### src/rtl/mrk_pkg.sv
package mrk_pkg;

    localparam int NUM_Q = 2;

    typedef enum logic {
        MODE_SINGLE = 1'b0,
        MODE_DUAL   = 1'b1
    } q_mode_e;

    // per-queue operation granted by the decoder for one cycle
    typedef struct packed {
        logic rd;      // valid read of this queue
        logic mark;    // record current read location
        logic rexmit;  // reload read pointer from mark
    } q_op_t;

    function automatic logic eff_queue(input q_mode_e mode, input logic sel);
        return (mode == MODE_DUAL) ? sel : 1'b0;
    endfunction

endpackage

### src/rtl/mrk_req_decode.sv
module mrk_req_decode
    import mrk_pkg::*;
(
    input  logic                 mode_dual,
    input  logic                 rd_en,
    input  logic                 mark,
    input  logic                 rexmit,
    input  logic                 rq_sel,
    input  logic [NUM_Q-1:0]     empty_vec,
    output logic                 q_idx,
    output q_op_t [NUM_Q-1:0]    ops
);

    q_mode_e mode;
    logic    read_ok;

    always_comb begin
        mode    = q_mode_e'(mode_dual);
        q_idx   = eff_queue(mode, rq_sel);
        read_ok = rd_en && !rexmit && !empty_vec[q_idx];
    end

    for (genvar q = 0; q < NUM_Q; q++) begin : g_op
        logic hit;
        assign hit            = (q_idx == 1'(q));
        assign ops[q].rd      = hit && read_ok;
        assign ops[q].mark    = hit && read_ok && mark;
        assign ops[q].rexmit  = hit && rexmit;
    end

endmodule

### src/rtl/mrk_queue_ptr.sv
module mrk_queue_ptr
    import mrk_pkg::*;
#(
    parameter int PTR_W = 5
) (
    input  logic             clk,
    input  logic             rst,
    input  q_op_t            op,
    output logic [PTR_W-1:0] rd_ptr,
    output logic [PTR_W-1:0] mark_ptr
);

    always_ff @(posedge clk) begin
        if (rst) begin
            rd_ptr   <= '0;
            mark_ptr <= '0;
        end else begin
            if (op.rexmit)
                rd_ptr <= mark_ptr;
            else if (op.rd)
                rd_ptr <= rd_ptr + PTR_W'(1);
            if (op.rd && op.mark)
                mark_ptr <= rd_ptr;
        end
    end

    assert_read_step_R2: assert property (@(posedge clk) disable iff (rst)
        (op.rd && !op.rexmit) |=> rd_ptr == $past(rd_ptr) + PTR_W'(1));

    assert_mark_take_R3: assert property (@(posedge clk) disable iff (rst)
        (op.rd && op.mark) |=> mark_ptr == $past(rd_ptr));

    assert_mark_hold_R3: assert property (@(posedge clk) disable iff (rst)
        !(op.rd && op.mark) |=> $stable(mark_ptr));

    assert_rexmit_load_R4: assert property (@(posedge clk) disable iff (rst)
        op.rexmit |=> rd_ptr == $past(mark_ptr));

    assert_idle_hold_R5: assert property (@(posedge clk) disable iff (rst)
        (!op.rd && !op.rexmit) |=> $stable(rd_ptr));

endmodule

### src/rtl/mrk_flag_calc.sv
module mrk_flag_calc #(
    parameter int TOTAL_DEPTH = 16,
    parameter int PTR_W       = 5
) (
    input  logic             mode_dual,
    input  logic [PTR_W-1:0] rd_ptr,
    input  logic [PTR_W-1:0] mark_ptr,
    input  logic [PTR_W-1:0] wr_ptr,
    output logic             empty,
    output logic             full
);

    localparam logic [PTR_W-1:0] DEPTH_ALL  = PTR_W'(TOTAL_DEPTH);
    localparam logic [PTR_W-1:0] DEPTH_HALF = PTR_W'(TOTAL_DEPTH / 2);

    logic [PTR_W-1:0] live;
    logic [PTR_W-1:0] depth;

    always_comb begin
        depth = mode_dual ? DEPTH_HALF : DEPTH_ALL;
        live  = wr_ptr - mark_ptr;   // words held from the mark onward
        empty = (rd_ptr == wr_ptr);
        full  = (live == depth);
    end

endmodule

### src/rtl/mark_rexmit_rdptr.sv
module mark_rexmit_rdptr
    import mrk_pkg::*;
#(
    parameter  int TOTAL_DEPTH = 16,
    localparam int AW          = $clog2(TOTAL_DEPTH),
    localparam int PTR_W       = AW + 1
) (
    input  logic                   clk,
    input  logic                   rst,
    input  logic                   mode_dual,
    input  logic                   rd_en,
    input  logic                   mark,
    input  logic                   rexmit,
    input  logic                   rq_sel,
    input  logic [NUM_Q*PTR_W-1:0] wr_ptr_vec,
    output logic [NUM_Q*PTR_W-1:0] rd_ptr_vec,
    output logic [NUM_Q-1:0]       empty_vec,
    output logic [NUM_Q-1:0]       full_vec,
    output logic [AW-1:0]          rd_addr,
    output logic                   rd_fire
);

    localparam int QAW = AW - 1;

    q_op_t [NUM_Q-1:0] ops;
    logic              q_idx;
    logic [PTR_W-1:0]  rd_a   [NUM_Q];
    logic [PTR_W-1:0]  mark_a [NUM_Q];
    logic [PTR_W-1:0]  wr_a   [NUM_Q];
    logic [NUM_Q-1:0]  rd_bits;

    mrk_req_decode u_dec (
        .mode_dual (mode_dual),
        .rd_en     (rd_en),
        .mark      (mark),
        .rexmit    (rexmit),
        .rq_sel    (rq_sel),
        .empty_vec (empty_vec),
        .q_idx     (q_idx),
        .ops       (ops)
    );

    for (genvar q = 0; q < NUM_Q; q++) begin : g_q
        assign wr_a[q]                    = wr_ptr_vec[q*PTR_W +: PTR_W];
        assign rd_ptr_vec[q*PTR_W +: PTR_W] = rd_a[q];
        assign rd_bits[q]                 = ops[q].rd;

        mrk_queue_ptr #(.PTR_W(PTR_W)) u_ptr (
            .clk      (clk),
            .rst      (rst),
            .op       (ops[q]),
            .rd_ptr   (rd_a[q]),
            .mark_ptr (mark_a[q])
        );

        mrk_flag_calc #(.TOTAL_DEPTH(TOTAL_DEPTH), .PTR_W(PTR_W)) u_flag (
            .mode_dual (mode_dual),
            .rd_ptr    (rd_a[q]),
            .mark_ptr  (mark_a[q]),
            .wr_ptr    (wr_a[q]),
            .empty     (empty_vec[q]),
            .full      (full_vec[q])
        );
    end

    always_comb begin
        rd_fire = |rd_bits;
        if (mode_dual)
            rd_addr = {q_idx, rd_a[q_idx][QAW-1:0]};
        else
            rd_addr = rd_a[0][AW-1:0];
    end

    assert_one_queue_R5: assert property (@(posedge clk) disable iff (rst)
        $onehot0(rd_bits));

    assert_single_q0_R6: assert property (@(posedge clk) disable iff (rst)
        !mode_dual |-> (!ops[1].rd && !ops[1].rexmit));

    assert_no_empty_read_R7: assert property (@(posedge clk) disable iff (rst)
        rd_fire |-> (rd_a[q_idx] != wr_a[q_idx]));

    assert_reset_clear_R1: assert property (@(posedge clk)
        rst |=> (rd_a[0] == '0 && rd_a[1] == '0 && mark_a[0] == '0 && mark_a[1] == '0));

endmodule

### config.mk
export PLATFORM = sky130hd
export DESIGN_NAME = mark_rexmit_rdptr
export DESIGN_NICKNAME = d
export VERILOG_FILES = /design/src/rtl/mrk_pkg.sv /design/src/rtl/mrk_req_decode.sv /design/src/rtl/mrk_queue_ptr.sv /design/src/rtl/mrk_flag_calc.sv /design/src/rtl/mark_rexmit_rdptr.sv
export SDC_FILE = /design/constraint.sdc
export NUM_CORES = 1
export LEC_CHECK = 0
export BUFFER_PORTS_ARGS = -buffer_cell sky130_fd_sc_hd__buf_2
export CAP_MARGIN = 0
export CORE_ASPECT_RATIO = 0.9
export CORE_UTILIZATION = 58
export CTS_CLUSTER_SIZE = 25
export DETAILED_ROUTE_END_ITERATION = 10
export GPL_TIMING_DRIVEN = 0
export HOLD_SLACK_MARGIN = 0.03
export PLACE_DENSITY_LB_ADDON = 0.3
export SYNTH_ARGS = -nofsm -noshare
export SYNTH_HDL_FRONTEND = slang
export SYNTH_SLANG_ARGS = --single-unit
### constraint.sdc
create_clock -name clk -period 5.9 [get_ports clk]
set_input_delay 1.18 -clock clk [delete_from_list [all_inputs] [get_ports clk]]
set_output_delay 1.18 -clock clk [all_outputs]
set_load 0.03 [all_outputs]
# Yosys cells after proc, flatten, opt, wreduce, memory -nomap -nowiden
# Cells that the tools add are included.
# op_classes
n_reduce_logical	15
addsub	4
muxes	12
eq_ne	4
n_bitwise	2
magnitude_cmp	2
# ops
op	n
5-bit two-way mux	5
5-bit == test	4
5-bit by 1-bit adder with 5-bit output, second input constant	2
1-bit logical AND	10
5-bit subtractor	2
3-bit two-way mux	3
4-bit two-way mux	1
2-bit nonzero test	2
1-bit two-way mux	3
2-bit greater-or-equal comparator, second input constant	1
1-bit logical NOT	2
1-bit by 2-bit < comparator with 1-bit output, second input constant	1
1-bit NOT with 2-bit output	1
2-bit OR reduction	1
1-bit NOT	1
# word_totals
inputBits	17
ff_bits	20

# Logic depth before layout (Yosys ltp)
# depth
ltp_word	8
ltp_mapped	8
depth_no_buf	7

# Modules after synthesis
# From an unflattened synthesis, not the netlist that was laid out.
# unflattened
cells_unflattened	179
hier_area_um2	1503.9
# modules_own_cells
mod	area_each_um2	seq_area_each_um2	n_inst	cells_per_inst
mrk_queue_ptr	444.2	200.2	2	51
mrk_flag_calc	232.7	0.0	2	30
mrk_req_decode	83.8	0.0	1	10
mark_rexmit_rdptr	66.3	0.0	1	7

# Worst setup path before layout
# Ideal clock, no wire load.
# synth_timing
path_type	input-to-output
start	input port wr_ptr_vec[6]
end	output port full_vec[1]
slack_ps	2114
cell_stages	7
t_required_ps	4720
arrival_ps	2606
cell_sequence	ha_1 nor2b_1 o21a_1 or3_1 o31a_1 a21oi_1 buf_4
# synth_via
elab_chain_cells	2
# synth_lines
element	line_no	rtl
start: declaration	mark_rexmit_rdptr.sv:15	input logic [NUM_Q*PTR_W-1:0] wr_ptr_vec,
5-bit subtractor	mrk_flag_calc.sv:21	live = wr_ptr - mark_ptr;
5-bit == test	mrk_flag_calc.sv:23	full = (live == depth);
end: declaration	mark_rexmit_rdptr.sv:18	output logic [NUM_Q-1:0] full_vec,
# Every way passes these cells.

# Worst setup path after layout
# Same ends and word-level chain as after synthesis.

==> results.tsv <==
metric	value	unit
status	complete, no violations	
WS Path Type	in2out	
post-synthesis cell area	1530	um2
Fin Clk Skew	0.000970	ns
Top Family by Delay on Critical Path	compound AO/OA/AOI/OAI gates	
CTS tree	built	
crit path time final	4.15	ns
worst reg-to-reg path cell count	5	
total track usage	28.2	%
initial antenna violation count	0	
Routed Antenna Nets	0	
post-route setup TNS	0	ns
post-cts sizing count	0	
Power Dens Cells	167	nW/um2
reg2reg setup slack	4.06	ns
Pre-antenna DRT Iters	4	
largest net degree at the start of global routing	11	
RSZ-0062 raised after global routing	false	
CP max-delay cell	or3_1	
clock-pin slew on the worst setup and hold paths	0.10	ns
layout cells sized above 1	23.9	%
antenna cells	0	
CP Data Arrival Time	2.97	ns
HP Start	g_q[0].u_ptr.mark_ptr[1]$_SDFFE_PP0P_	
WP data required	4.72	ns
Compound-Gate Fraction of Synth Area	20.1	%
synthesized instance count	183	
Seq cells post-synth	20	
Synth Warn #	0	
GRT Residual Overflow	0	
Rows	17	
Post-Synth XOR/XNOR Area	11.4	%
Leak Pwr	0.792	nW
Worst Hold Slack	0.517	ns
area leader, netlist	dfxtp_1	
crit-path most repeated cell	buf_2	
total die area	2850	um2
final core occ	70.9	%
RR Endpoint	g_q[0].u_ptr.mark_ptr[4]$_SDFFE_PP0P_	
largest family of logic cells by synthesized area	compound AO/OA/AOI/OAI gates	
Sinks on Clock Net	20	
Worst-Skew Late Latency	0.29	ns
wire per inst	15.4	um
clk buf depth	2	
R2R Path Start	g_q[0].u_ptr.rd_ptr[0]$_SDFFE_PP0P_	
vias in the first global route	1327	
Final Power	0.292	mW
via count	1445	
peak supply drop	140	uV
Clock Tree Root	clkbuf_4	
hold path depth	2	
Post-synth ARST share	0	%
die span in y	50.8	um
num ports	36	
core footprint	2470	um2
Period Utilization, post-route	70.4	%
combinational share of power	28.3	%
Final Max Tran Viols	0	
area grow syn2layout	14.2	%
Layout fillers	199	
Simple-Gate Fraction of Synth Area	18.1	%
main area contributors after synthesis	dfxtp_1 (26%), xnor2_1 (8.6%), ha_1 (8.2%), mux2i_1 (7.8%), o21ai_0 (4.2%)	
Starting Density	62.1	%
CP peak stage delay	0.35	ns
CTS Buf Count	3	
Post-synth EDFFs	0	
multiplexer share of the synthesized area	8.57	%
Final Wtd Congestion	0.871	
type of destination of the critical path	primary output	
post-synth cell types	45	
global-route wire length before repair	6310	um
die width	56.2	um
setup violators final	0	
switching portion of total power	33.4	%
number of port buffers	32	
Most used DFF post-synth	dfxtp_1	
sequential fraction of the synthesis area	26.1	%
H-tree level count	1	
Synth Area in Adders	8.16	%
Synthesized Nets	210	
CP Launch Type	input pin	
Hold EP	g_q[0].u_ptr.mark_ptr[1]$_SDFFE_PP0P_	
Max FO, Critical Path	4	
worst hold-check path type	reg2reg	
dpl hpwl	3030	um
Clk pwr share	21.6	%
top cell type's share of synthesized area	26.1	%
Via density	5.87	
max-cap check violation count	0	
nets@finish	247	
worst-path cell chain	buf_2, ha_1, nor2b_1, o21a_1, or3_1, o31a_1, a21oi_1, buf_4, buf_2	
syn_area_per_cell	8.38	um2
Buf+Inv Stages, Crit Path	3	
Iteration-0 DRC Markers	78	
Residual DRC	0	
# Post-CTS Setup Buffers	0	
Reg power frac	50.0	%
Worst-Margin Slew	0.498	ns
Switching Power	0.0975	mW
Slew headroom	66.8	%
Final Hold Violating Endpoints	0	
cell-internal power	0.194	mW
maximum operating frequency	241	MHz
final wirelength	3790	um
# hold bufs at CTS	0	
## metal layers
metal	part of all wire (%)	GRT usage [%]	routed length, um
met3	6.1	3.35	232
met5	0	0	0
met4	0.90	6.50	34
met1	46	39.8	1730
met2	47	46.2	1800
## synth_stat cells, types with 2 or more instances
cell type / n
mux2i_1: 12
and4_1: 2
a21oi_1: 5
buf_4: 4
nor3_1: 3
nand2_2: 2
a31oi_1: 3
nand3_1: 3
o2111ai_2: 2
nor2b_1: 3
a211oi_1: 5
o31ai_1: 3
xnor2_1: 15
o2111ai_1: 2
dfxtp_1: 20
inv_1: 15
or4_1: 2
nor2_1: 17
o21ai_0: 13
xor2_1: 5
or2_2: 2
o211ai_1: 2
buf_2: 2
nand2_1: 7
nand2b_1: 4
or3_1: 2
ha_1: 10
## sequential cells by signal, indices dropped and copies added (netlist names)
register	cells
g_q.u_ptr.mark_ptr	10
g_q.u_ptr.rd_ptr	10
## how the worst max path moves through the flow
stage / start / endpoint / slack (ns) / cells past startpoint
after CTS: wr_ptr_vec[6] / full_vec[1] / 1.74 / 9
final: wr_ptr_vec[6] / full_vec[1] / 1.75 / 9
after global placement: wr_ptr_vec[6] / full_vec[1] / 1.83 / 9
after detailed placement: wr_ptr_vec[6] / full_vec[1] / 1.75 / 9
after global routing: wr_ptr_vec[6] / full_vec[1] / 1.65 / 9
after floorplan: wr_ptr_vec[6] / full_vec[1] / 2.11 / 7
## power by group through the flow
stage          logic [mW]  clock network, mW  registers [mW]
6_report           0.0828             0.0632           0.146
5_1_grt            0.0903             0.0696           0.147
4_1_cts            0.0823             0.0628           0.146
3_5_place_dp       0.0819                  0           0.149
3_3_place_gp       0.0786                  0           0.148
2_1_floorplan      0.0528                  0           0.154
## cell usage in the layout, fill, tap and decap left out, types with 4 or more instances in the layout
cell and n:
buf_2 34, a21oi_1 5, xor2_1 5, nand2_1 7
dfxtp_1 20, nor2_1 17, a211oi_1 5, ha_1 10
o21ai_0 13, buf_4 4, nand2b_1 4, inv_1 15
mux2i_1 12, xnor2_1 15
## worst min-delay path, delay by kind of cell (launching register included)
family           cells  cell delay, ns
DFF                  1            0.34
and+or+nand+nor      1            0.07
muxes                1            0.07
## final cells by class
type | instances | area (um2) | area share, %
plain buffers | 9 | 58.8 | 3.36
inverters | 15 | 56.3 | 3.22
well taps | 28 | 35.0 | 2.00
repair buffers | 32 | 160 | 9.15
multi-input cells | 139 | 1020 | 58.1
flip-flops and latches | 20 | 400 | 22.9
clock buffers | 3 | 22.5 | 1.29
## stage by stage
step,setup slack (ns),cells,cell area [um2]
3_5_place_dp,1.75,243,1730
4_1_cts,1.74,246,1750
6_report,1.75,246,1750
3_3_place_gp,1.83,243,1730
5_1_grt,1.65,246,1750
2_1_floorplan,2.11,183,1530
## cells by family after synthesis
logic type               Yosys count
AND/OR/NAND/NOR                   52
AO/OA/AOI/OAI                     44
buffers and inverters             24
XOR/XNOR                          20
flip-flops                        20
multiplexers                      13
adder cells (fa/ha/maj)           10
Power figures use the tool's default switching activity.
